## config.mk

```make
export PLATFORM = sky130hd
export DESIGN_NAME = ds3_txref
export DESIGN_NICKNAME = d
export VERILOG_FILES = /design/src/rtl/ds3_txref_pkg.sv /design/src/rtl/ds3_txref_cnt.sv /design/src/rtl/ds3_txref_tim.sv /design/src/rtl/ds3_txref_cap.sv /design/src/rtl/ds3_txref.sv
export SDC_FILE = /design/constraint.sdc
export NUM_CORES = 1
export LEC_CHECK = 0
export ABC_CLOCK_PERIOD_IN_PS = 2040
export BUFFER_PORTS_ARGS = -buffer_cell sky130_fd_sc_hd__buf_2
export CORE_MARGIN = 3
export CORE_UTILIZATION = 45
export CTS_CLUSTER_DIAMETER = 80
export DETAILED_ROUTE_END_ITERATION = 8
export MAX_ROUTING_LAYER = met4
export PLACE_DENSITY = 0.65
export SYNTH_ARGS = -nofsm -noshare
export SYNTH_HDL_FRONTEND = slang
export SYNTH_SLANG_ARGS = --single-unit
```

## constraint.sdc

```tcl
create_clock -name clk -period 2.04 [get_ports clk]
set_clock_uncertainty 0.15 [all_clocks]
set_input_delay 0.204 -clock clk [delete_from_list [all_inputs] [get_ports clk]]
set_output_delay 0.204 -clock clk [all_outputs]
set_load 0.1 [all_outputs]
```

## src/rtl/ds3_txref_pkg.sv

```systemverilog
// Shared definitions for the DS3 transmit frame reference generator.
// Assumes 4-bit nibbles and a payload of a whole number of nibbles per block.
package ds3_txref_pkg;

    // Bit phase inside one nibble-clock period (q = 0..3)
    typedef enum logic [1:0] {
        PH0 = 2'd0,
        PH1 = 2'd1,
        PH2 = 2'd2,
        PH3 = 2'd3
    } nib_phase_e;

    // Zero-based nibble slot of block 0 that carries the nibble-mode frame marker
    localparam int FRAME_SLOT = 1;

    // Number of bits per nibble
    localparam int NIB_BITS = 4;

endpackage

```

## src/rtl/ds3_txref_cnt.sv

```systemverilog
// Frame position counter for the transmit frame reference generator.
// Keeps the frame position, block offset, block index, nibble phase and
// nibble index as parallel counters, so no division is needed.
// Exposes both the current state and the next state; the next state lets
// the timing outputs be registered in step with the position.
// Assumes (BLOCK_BITS-1) is a multiple of 4 and gives at least two nibbles.
module ds3_txref_cnt
    import ds3_txref_pkg::*;
#(
    parameter int BLOCK_BITS = 85,
    parameter int BLOCKS     = 56,
    localparam int FRAME_BITS  = BLOCK_BITS * BLOCKS,
    localparam int POS_W       = $clog2(FRAME_BITS),
    localparam int OFF_W       = $clog2(BLOCK_BITS),
    localparam int BLK_W       = $clog2(BLOCKS),
    localparam int NIB_PER_BLK = (BLOCK_BITS - 1) / NIB_BITS,
    localparam int NIB_W       = $clog2(NIB_PER_BLK)
) (
    input  logic             clk,
    input  logic             rst_n,
    input  logic             realign_req,
    output logic [POS_W-1:0] pos_q,
    output logic             cur_ovh,
    output nib_phase_e       cur_ph,
    output logic             nxt_ovh,
    output nib_phase_e       nxt_ph,
    output logic             nxt_blk_zero,
    output logic [NIB_W-1:0] nxt_nib,
    output logic             realigned
);

    logic [POS_W-1:0] pos_d;
    logic [OFF_W-1:0] off_q, off_d;
    logic [BLK_W-1:0] blk_q, blk_d;
    logic [NIB_W-1:0] nib_q, nib_d;
    nib_phase_e       ph_q, ph_d;
    logic             do_realign;
    logic             at_blk_end;
    logic             at_frm_end;

    assign at_blk_end = (off_q == OFF_W'(BLOCK_BITS - 1));
    assign at_frm_end = (pos_q == POS_W'(FRAME_BITS - 1));
    assign do_realign = realign_req && (pos_q != '0);

    // Next-state selection: realignment load, block wrap, overhead exit, or step
    always_comb begin
        pos_d = pos_q;
        off_d = off_q;
        blk_d = blk_q;
        nib_d = nib_q;
        ph_d  = ph_q;
        if (do_realign) begin
            pos_d = POS_W'(1);
            off_d = OFF_W'(1);
            blk_d = '0;
            nib_d = '0;
            ph_d  = PH0;
        end else begin
            pos_d = at_frm_end ? '0 : pos_q + 1'b1;
            if (at_blk_end) begin
                off_d = '0;
                blk_d = (blk_q == BLK_W'(BLOCKS - 1)) ? '0 : blk_q + 1'b1;
            end else if (off_q == '0) begin
                off_d = OFF_W'(1);
                nib_d = '0;
                ph_d  = PH0;
            end else begin
                off_d = off_q + 1'b1;
                ph_d  = nib_phase_e'(ph_q + 2'd1);
                if (ph_q == PH3) begin
                    nib_d = nib_q + 1'b1;
                end
            end
        end
    end

    // State registers; reset places the counter on frame bit 1 (overhead)
    always_ff @(posedge clk) begin
        if (!rst_n) begin
            pos_q <= '0;
            off_q <= '0;
            blk_q <= '0;
            nib_q <= NIB_W'(NIB_PER_BLK - 1);
            ph_q  <= PH3;
        end else begin
            pos_q <= pos_d;
            off_q <= off_d;
            blk_q <= blk_d;
            nib_q <= nib_d;
            ph_q  <= ph_d;
        end
    end

    // Sticky record that an external frame marker moved the counter
    always_ff @(posedge clk) begin
        if (!rst_n) begin
            realigned <= 1'b0;
        end else if (do_realign) begin
            realigned <= 1'b1;
        end
    end

    assign cur_ovh      = (off_q == '0);
    assign cur_ph       = ph_q;
    assign nxt_ovh      = (off_d == '0);
    assign nxt_ph       = ph_d;
    assign nxt_blk_zero = (blk_d == '0);
    assign nxt_nib      = nib_d;

endmodule

```

## src/rtl/ds3_txref_tim.sv

```systemverilog
// Timing output stage: registers the gapped nibble clock, the overhead gap
// and the nibble-mode frame marker from the counter's next state, so these
// outputs line up with the registered frame position.
// Assumes the nibble phase is held at PH3 through every overhead bit.
module ds3_txref_tim
    import ds3_txref_pkg::*;
#(
    parameter int NIB_W = 5
) (
    input  logic             clk,
    input  logic             rst_n,
    input  logic             nib_mode,
    input  logic             nxt_ovh,
    input  nib_phase_e       nxt_ph,
    input  logic             nxt_blk_zero,
    input  logic [NIB_W-1:0] nxt_nib,
    output logic             nclk,
    output logic             ovh_gap,
    output logic             nib_frame_n
);

    logic marker_slot;

    assign marker_slot = nib_mode && nxt_blk_zero && !nxt_ovh
                         && (nxt_nib == NIB_W'(FRAME_SLOT));

    // Glitch-free registered timing outputs
    always_ff @(posedge clk) begin
        if (!rst_n) begin
            nclk        <= 1'b0;
            ovh_gap     <= 1'b1;
            nib_frame_n <= 1'b1;
        end else begin
            nclk        <= (nxt_ph == PH0) || (nxt_ph == PH1);
            ovh_gap     <= nxt_ovh;
            nib_frame_n <= !marker_slot;
        end
    end

endmodule

```

## src/rtl/ds3_txref_cap.sv

```systemverilog
// Payload capture stage: takes serial bits every clock or a nibble when the
// nibble clock rises, and emits one payload bit with a strobe in the cycle
// after each payload position. The first nibble bit bypasses the hold
// register so the latency is one cycle in both modes.
// Assumes the source holds nibble data valid at the edge ending phase 0.
module ds3_txref_cap
    import ds3_txref_pkg::*;
(
    input  logic       clk,
    input  logic       rst_n,
    input  logic       nib_mode,
    input  logic       cur_ovh,
    input  nib_phase_e cur_ph,
    input  logic       ser_data_in,
    input  logic [3:0] nib_data_in,
    output logic       pay_stb,
    output logic       pay_data
);

    logic [2:0] nib_hold;
    logic       nib_bit;

    // Select the nibble bit belonging to the current phase, MSB first
    always_comb begin
        case (cur_ph)
            PH0:     nib_bit = nib_data_in[3];
            PH1:     nib_bit = nib_hold[2];
            PH2:     nib_bit = nib_hold[1];
            default: nib_bit = nib_hold[0];
        endcase
    end

    // Hold the remaining three nibble bits from the rising nibble-clock cycle
    always_ff @(posedge clk) begin
        if (!rst_n) begin
            nib_hold <= '0;
        end else if (nib_mode && !cur_ovh && (cur_ph == PH0)) begin
            nib_hold <= nib_data_in[2:0];
        end
    end

    // Registered payload strobe and bit towards the overhead inserter
    always_ff @(posedge clk) begin
        if (!rst_n) begin
            pay_stb  <= 1'b0;
            pay_data <= 1'b0;
        end else begin
            pay_stb  <= !cur_ovh;
            pay_data <= nib_mode ? nib_bit : ser_data_in;
        end
    end

endmodule

```

## src/rtl/ds3_txref.sv

```systemverilog
// DS3 transmit frame reference generator, top level.
// Ties the frame counter, the timing output stage and the payload capture
// together. The serial frame marker only acts in serial mode.
// Assumes a single transmit bit clock domain and synchronous active-low reset.
module ds3_txref
    import ds3_txref_pkg::*;
#(
    parameter int BLOCK_BITS = 85,
    parameter int BLOCKS     = 56,
    localparam int FRAME_BITS  = BLOCK_BITS * BLOCKS,
    localparam int POS_W       = $clog2(FRAME_BITS),
    localparam int NIB_PER_BLK = (BLOCK_BITS - 1) / NIB_BITS,
    localparam int NIB_W       = $clog2(NIB_PER_BLK)
) (
    input  logic             clk,
    input  logic             rst_n,
    input  logic             nib_mode,
    input  logic             ser_frame_in,
    input  logic             ser_data_in,
    input  logic [3:0]       nib_data_in,
    output logic [POS_W-1:0] tx_pos,
    output logic             ovh_gap,
    output logic             nclk,
    output logic             nib_frame_n,
    output logic             pay_stb,
    output logic             pay_data,
    output logic             realigned
);

    logic             realign_req;
    logic             cur_ovh;
    nib_phase_e       cur_ph;
    logic             nxt_ovh;
    nib_phase_e       nxt_ph;
    logic             nxt_blk_zero;
    logic [NIB_W-1:0] nxt_nib;

    assign realign_req = !nib_mode && ser_frame_in;

    ds3_txref_cnt #(
        .BLOCK_BITS (BLOCK_BITS),
        .BLOCKS     (BLOCKS)
    ) u_cnt (
        .clk          (clk),
        .rst_n        (rst_n),
        .realign_req  (realign_req),
        .pos_q        (tx_pos),
        .cur_ovh      (cur_ovh),
        .cur_ph       (cur_ph),
        .nxt_ovh      (nxt_ovh),
        .nxt_ph       (nxt_ph),
        .nxt_blk_zero (nxt_blk_zero),
        .nxt_nib      (nxt_nib),
        .realigned    (realigned)
    );

    ds3_txref_tim #(
        .NIB_W (NIB_W)
    ) u_tim (
        .clk          (clk),
        .rst_n        (rst_n),
        .nib_mode     (nib_mode),
        .nxt_ovh      (nxt_ovh),
        .nxt_ph       (nxt_ph),
        .nxt_blk_zero (nxt_blk_zero),
        .nxt_nib      (nxt_nib),
        .nclk         (nclk),
        .ovh_gap      (ovh_gap),
        .nib_frame_n  (nib_frame_n)
    );

    ds3_txref_cap u_cap (
        .clk         (clk),
        .rst_n       (rst_n),
        .nib_mode    (nib_mode),
        .cur_ovh     (cur_ovh),
        .cur_ph      (cur_ph),
        .ser_data_in (ser_data_in),
        .nib_data_in (nib_data_in),
        .pay_stb     (pay_stb),
        .pay_data    (pay_data)
    );

endmodule

```

==> flow_metrics.env, run 1 <==
export IMPL_fmax_ghz=0.487
export IMPL_wire_per_inst_um=13.0
export IMPL_num_vias=1794
export IMPL_row_count=24
export IMPL_synth_top_cell_area_share_pct=38.8
export IMPL_syn_inst=239
export IMPL_synthTopCellsByArea="dfxtp_1 (39%), xor2_1 (6.5%), ha_1 (6.4%), nor2_1 (4.3%), xnor2_1 (3.6%)"
export IMPL_syn_area_per_cell_sq_um=9.07
export IMPL_start_kind="register"
export IMPL_syn_nets=259
export IMPL_pin_count=28
export IMPL_fin_nets=315
export IMPL_period_minus_slack_ns=2.05
export IMPL_antenna_cells=0
export IMPL_hold_violations=0
export IMPL_tritoncts="yes"
export IMPL_cts_hold_fix_buffers=0
export IMPL_endpoint="u_tim.nib_frame_n"
export IMPL_slowest_stage="or4b_4"
export IMPL_first_iter_violations=47
export IMPL_cts_max_level=2
export IMPL_cp_end_kind="register"
export IMPL_die_h_um=75.4
export IMPL_cts_num_sinks=42
export IMPL_ys_ff_latch=42
export IMPL_grt_setup_unrepaired="true"
export IMPL_power_static_leakage_nw=1.16
export IMPL_synth_common_cells="dfxtp_1 (42), nor2_1 (25), nand2_1 (18)"
export IMPL_finalSetupViolations=1
export IMPL_period_share_pct=101
export IMPL_dieWidth_um=75.4
export IMPL_ys_warn_count=0
export IMPL_crit_path_max_incr_delay_ns=0.46
export IMPL_ant_nets=0
export IMPL_crit_family="simple AND/OR/NAND/NOR gates"
export IMPL_grt_total_usage_pct=17.0
export IMPL_worstSetupStartpoint="u_cnt.pos_q[0]"
export IMPL_clockBufferDepth=2
export IMPL_required_ns=2.11
export IMPL_initial_utilization_pct=48.1
export IMPL_drive_gt1_share_pct=37.5
export IMPL_grt_max_degree=16
export IMPL_cts_root_buffer="clkbuf_8"
export IMPL_port_buffers=27
export IMPL_crit_buf_inv=1
export IMPL_grt_pass1_vias=1640
export IMPL_worst_pin_slew_ns=0.537
export IMPL_vdd_drop_max_uv=291
export IMPL_outcome="finished with violations"
export IMPL_worstPathCellList="inv_2 > ha_1 > or4b_4 > nor3_4 > a311oi_4 > nand2b_4 > a211o_1 > o2111ai_1"
export IMPL_clk_pin_slew_ns=0.09
export IMPL_synth_ff_type="dfxtp_1"
export IMPL_clk_latency_ns=0.30
export IMPL_cellPowerDensity_nw_per_um2=659
export IMPL_yosysSeqAreaShare_pct=38.8
export IMPL_path_max_fanout=5
export IMPL_first_pass_iters=4
export IMPL_routed_wl_um=4540
export IMPL_hp_class="in -> reg"
export IMPL_place_hpwl_um=3250
export IMPL_antenna_found_initial=0
export IMPL_finalPower_mw=1.80
export IMPL_syn_to_final_growth_pct=26.2
export IMPL_place_congestion=0.879
export IMPL_maxCapViolCount=0
export IMPL_ys_types=48
export IMPL_r2r_start="u_cnt.pos_q[0]"
export IMPL_grt_pass1_wl_um=7250
export IMPL_drc_errors=0
export IMPL_core_area_sq_um=4500
export IMPL_async_flop_share_pct=0
export IMPL_failed_checks="negative setup slack"
export IMPL_grt_overflow=0
export IMPL_worstSetupPathDepth=8
export IMPL_syn_cell_area_sq_um=2170
export IMPL_vias_per_cell=5.16
export IMPL_final_util_pct=60.7
export IMPL_r2r_slack_ns=-0.01
export IMPL_cp_data_arrival_time_ns=2.13
export IMPL_rr_worst_depth=8
export IMPL_path_class="reg -> reg"
export IMPL_synth_edf_count=0
export IMPL_synth_most_common_cell="dfxtp_1"
export IMPL_cts_made_buffers=5
export IMPL_drv_slew=0
export IMPL_die_area_sq_um=5680
export IMPL_maxSlewHeadroom_pct=63.9
export IMPL_synth_largest_area_cell="dfxtp_1"
export IMPL_r2r_end="u_tim.nib_frame_n"
export IMPL_setup_ws_ns=-0.0144
[how the worst min path moves through the flow]
stage                    startpoint                end  depth (start not counted)
floorplan                     rst_n  u_cap.nib_hold[2]                          1
global placement     nib_data_in[2]  u_cap.nib_hold[2]                          3
detailed placement  u_cnt.realigned    u_cnt.realigned                          1
CTS                     ser_data_in     u_cap.pay_data                          3
global route            ser_data_in     u_cap.pay_data                          3
finish                  ser_data_in     u_cap.pay_data                          3
[tightest hold or removal path: cells and delay by family]
kind	cells	cell delay, ns
buffers and inverters	1	0.07
AND/OR/NAND/NOR	1	0.09
multiplexers	1	0.05
[where the power goes]
group          switching [mW]  total, mW  internal [mW]
combinational           0.245      0.385          0.140
sequential             0.0231      0.874          0.851
clock                   0.301      0.542          0.241
[routing by layer]
metal	vias to the layer above	wire length (um)	part of all wire [%]	GRT usage (%)
met5	-	0	0	-
met4	0	87	1.9	5.83
met3	6	169	3.7	4.09
met2	24	2150	47	27.6
met1	823	2130	47	20.6
li1	941	-	-	-
[cells in the final DEF (no fill, tap or decap), types with 2 or more instances in the layout]
| cell | n |
|---|---|
| dfxtp_1 | 29 |
| buf_2 | 27 |
| buf_4 | 27 |
| nor2_1 | 23 |
| nand2_1 | 16 |
| xor2_1 | 16 |
| nand3_1 | 11 |
| dfxtp_2 | 11 |
| nor2_2 | 10 |
| ha_1 | 10 |
| xnor2_1 | 9 |
| nand4_1 | 8 |
| inv_1 | 7 |
| mux2i_1 | 7 |
| o21ai_0 | 6 |
| o21a_1 | 5 |
| clkbuf_8 | 5 |
| nor3_1 | 4 |
| nor2b_1 | 4 |
| a211o_1 | 4 |
| a21oi_1 | 4 |
| inv_2 | 3 |
| nor4_1 | 3 |
| and3_1 | 3 |
| nand2b_4 | 3 |
| o21ai_1 | 2 |
| nand2_2 | 2 |
| and2_1 | 2 |
| nor3b_2 | 2 |
| buf_6 | 2 |
| dfxtp_4 | 2 |
[timing repair]
item                       CTS  global route
pin swaps                    3             6
setup endpoints to repair   14            28
gates cloned                 1             0
buffers inserted             1             5
hold endpoints to repair     0             0
gates resized for setup      4            14
[cell type report]
class                   instances  area (sq um)
well taps                      52          65.1
multi-input cells             179          1300
repair buffers                 57           375
inverters                      10          37.5
fillers                       403          1770
flip-flops and latches         42           862
clock inverters                 3          21.3
clock buffers                   5          68.8
[per-stage QoR]
stage	setup TNS, ns	std cells	setup slack (ns)	hold WS [ns]	area (sq um)
floorplan	-0.960	239	-0.122	0.182	2210
global placement	-0.0377	333	-0.0254	0.303	2530
detailed placement	-0.0857	333	-0.0328	0.314	2530
CTS	-0.133	343	-0.0302	0.00784	2650
global route	-0.514	348	-0.102	0.00942	2730
finish	-0.0144	348	-0.0144	0.00365	2730
[sequential cells by signal, summed over array words and instances (netlist names)]
register	cells
u_tim.nclk	1
u_cap.nib_hold	3
u_cnt.realigned	1
u_cnt.off_q	7
u_tim.ovh_gap	1
u_cnt.pos_q	13
u_cap.pay_stb	1
u_cnt.nib_q	5
u_cnt.cur_ph	2
u_cnt.blk_q	6
u_tim.nib_frame_n	1
u_cap.pay_data	1
[logic make-up after synthesis]
kind of cell             after synthesis  synth area share (%)
AND/OR/NAND/NOR                      103                  26.0
flip-flops                            42                  38.8
AO/OA/AOI/OAI                         32                  10.9
XOR/XNOR                              25                  10.1
buffers and inverters                 19                  4.56
adder cells (fa/ha/maj)               11                  6.35
multiplexers                           7                  3.23
Power figures use the tool's default switching activity.
==> run 2, diff against run 1 <==
--- a/config.mk
+++ b/config.mk
@@ -8,11 +8,12 @@
 export ABC_CLOCK_PERIOD_IN_PS = 2040
 export BUFFER_PORTS_ARGS = -buffer_cell sky130_fd_sc_hd__buf_2
 export CORE_MARGIN = 3
-export CORE_UTILIZATION = 45
-export CTS_CLUSTER_DIAMETER = 80
+export CORE_UTILIZATION = 47
+export CTS_CLUSTER_DIAMETER = 40
 export DETAILED_ROUTE_END_ITERATION = 8
 export MAX_ROUTING_LAYER = met4
-export PLACE_DENSITY = 0.65
+export PLACE_DENSITY = 0.68
+export SKIP_LAST_GASP = 1
 export SYNTH_ARGS = -nofsm -noshare
 export SYNTH_HDL_FRONTEND = slang
 export SYNTH_SLANG_ARGS = --single-unit
==> flow_metrics.env, run 2 (synthesis gave the netlist of run 1 again) <==
export IMPL_rr_worst_depth=8
export IMPL_cts_root_buffer="clkbuf_8"
export IMPL_fmax_ghz=0.469
export IMPL_vias_per_cell=5.26
export IMPL_largest_register="u_cnt.pos_q"
export IMPL_grt_pass1_wl_um=7410
export IMPL_p_clk_share_pct=28.9
export IMPL_core_area_sq_um=4410
export IMPL_hold_path_depth=3
export IMPL_crit_path_max_incr_delay_ns=0.46
export IMPL_first_iter_violations=58
export IMPL_first_pass_iters=6
export IMPL_cts_max_level=2
export IMPL_pin_count=28
export IMPL_cts_num_sinks=42
export IMPL_die_area_sq_um=5460
export IMPL_clockBufferDepth=2
export IMPL_grt_setup_unrepaired="true"
export IMPL_worstSetupPathDepth=8
export IMPL_grt_pass1_vias=1656
export IMPL_row_count=24
export IMPL_final_common_cell="dfxtp_1"
export IMPL_cts_hold_fix_buffers=0
export IMPL_antenna_cells=0
export IMPL_swShare_pct=31.3
export IMPL_switchingPower_mw=0.566
export IMPL_p_int_mw=1.24
export IMPL_largest_reg_flops=13
export IMPL_start_kind="register"
export IMPL_syn_to_final_growth_pct=28.6
export IMPL_drv_slew=0
export IMPL_crit_family="simple AND/OR/NAND/NOR gates"
export IMPL_place_congestion=0.857
export IMPL_n_fill_cell=365
export IMPL_tritoncts="yes"
export IMPL_hp_class="in -> reg"
export IMPL_place_hpwl_um=3320
export IMPL_grt_total_usage_pct=18.1
export IMPL_vdd_drop_max_uv=390
export IMPL_grt_overflow=0
export IMPL_grt_max_degree=16
export IMPL_top_regs="u_cnt.pos_q (13), u_cnt.off_q (7), u_cnt.blk_q (6)"
export IMPL_maxSlewHeadroom_pct=67.7
export IMPL_path_class="reg -> reg"
export IMPL_failed_checks="negative setup slack"
export IMPL_layout_common_cells="dfxtp_1 (29), buf_2 (27), buf_4 (25)"
export IMPL_num_vias=1813
export IMPL_drc_errors=0
export IMPL_seqPwrFrac_pct=48.4
export IMPL_combPwrFrac_pct=22.7
export IMPL_required_ns=2.10
export IMPL_die_h_um=73.9
export IMPL_finalSetupViolations=10
export IMPL_cp_end_kind="register"
export IMPL_port_buffers=27
export IMPL_ant_nets=0
export IMPL_seqCellArea_sq_um=862
export IMPL_routed_wl_um=4500
export IMPL_slowest_stage="or4b_4"
export IMPL_placed_area_sq_um=2530
export IMPL_maxCapViolCount=0
export IMPL_outcome="finished with violations"
export IMPL_finalInstanceArea_sq_um=2790
export IMPL_power_static_leakage_nw=1.16
export IMPL_hold_violations=0
export IMPL_setup_ws_ns=-0.0911
export IMPL_multiInputGateArea_sq_um=1380
export IMPL_period_share_pct=104
export IMPL_place_ws_ns=-0.0377
export IMPL_fin_nets=312
export IMPL_crit_buf_inv=1
export IMPL_wire_per_inst_um=13.0
export IMPL_period_minus_slack_ns=2.13
export IMPL_hold_ws_ns=0.0122
export IMPL_clk_pin_slew_ns=0.08
export IMPL_worst_pin_slew_ns=0.489
export IMPL_cellPowerDensity_nw_per_um2=649
export IMPL_antenna_found_initial=0
export IMPL_cp_data_arrival_time_ns=2.19
export IMPL_drive_gt1_share_pct=38.9
export IMPL_clk_latency_ns=0.30
export IMPL_dieWidth_um=73.9
export IMPL_cts_made_buffers=5
export IMPL_initial_utilization_pct=49.1
export IMPL_worstPathCellList="inv_4 > ha_4 > or4b_4 > nor3_4 > a311oi_4 > nand2b_4 > a211o_1 > o2111ai_2"
export IMPL_path_max_fanout=4
-- run 2: cell types whose count changed in the layout (fill, tap and decap cells not counted), moves of 2 or more --
cell and change:
nor2_1 -5, nor2_4 +3, buf_4 -2, inv_2 -2, nand2_2 -2, nor2_2 +2, o21ai_1 -2
-- run 2: power groups by stage --
stage                     clock network (mW)  logic [mW]  registers, mW
after global routing                   0.577       0.442          0.879
after floorplan                            0       0.155           1.00
after global placement                     0       0.354          0.891
final                                  0.523       0.410          0.875
after detailed placement                   0       0.357          0.893
after CTS                              0.546       0.362          0.874
-- run 2: worst paths after layout --
check / to / start / slack (ns)
worst max-delay path: u_tim.nib_frame_n / u_cnt.pos_q[1] / -0.09
worst min-delay path: u_cap.nib_hold[0] / nib_data_in[0] / 0.01
worst max register to register: u_tim.nib_frame_n / u_cnt.pos_q[1] / -0.09
worst min register to register: u_cnt.realigned / u_cnt.realigned / 0.32
-- run 2: layout make-up --
cell class | count | area share (%)
Multi-Input combinational cell | 179 | 49.5
Inverter | 10 | 1.44
Clock buffer | 6 | 2.60
Sequential cell | 42 | 30.9
Clock inverter | 2 | 0.494
Timing Repair Buffer | 54 | 12.7
Tap cell | 52 | 2.33
-- run 2: stage by stage --
step | std cells | setup TNS [ns] | total power [mW] | utilization (%)
final | 345 | -0.275 | 1.81 | 63.2
after global routing | 345 | -1.45 | 1.90 | 63.2
after CTS | 342 | -0.434 | 1.78 | 59.6
after detailed placement | 333 | -0.0956 | 1.25 | 57.2
after global placement | 333 | -0.0205 | 1.25 | 57.2
after floorplan | 239 | -0.960 | 1.16 | -
-- run 2: what timing repair did --
item                                    in CTS  in global routing
endpoints found under the setup margin       6                 26
pin swaps                                    2                 16
setup buffers                                0                  3
resized for setup                            1                 28
cloned                                       1                  0
-- run 2: metal layers --
metal	wire length (um)	share of wire [%]	track usage (%)
met1	2070	46	21.6
met2	2210	49	29.7
met3	153	3.4	4.51
met4	64	1.4	6.04
met5	0	0	-
-- run 2: worst min-delay path: cells and delay by family --
kind | cells | cell delay [ns]
muxes | 1 | 0.05
buffers and inverters | 1 | 0.07
and+or+nand+nor | 1 | 0.09
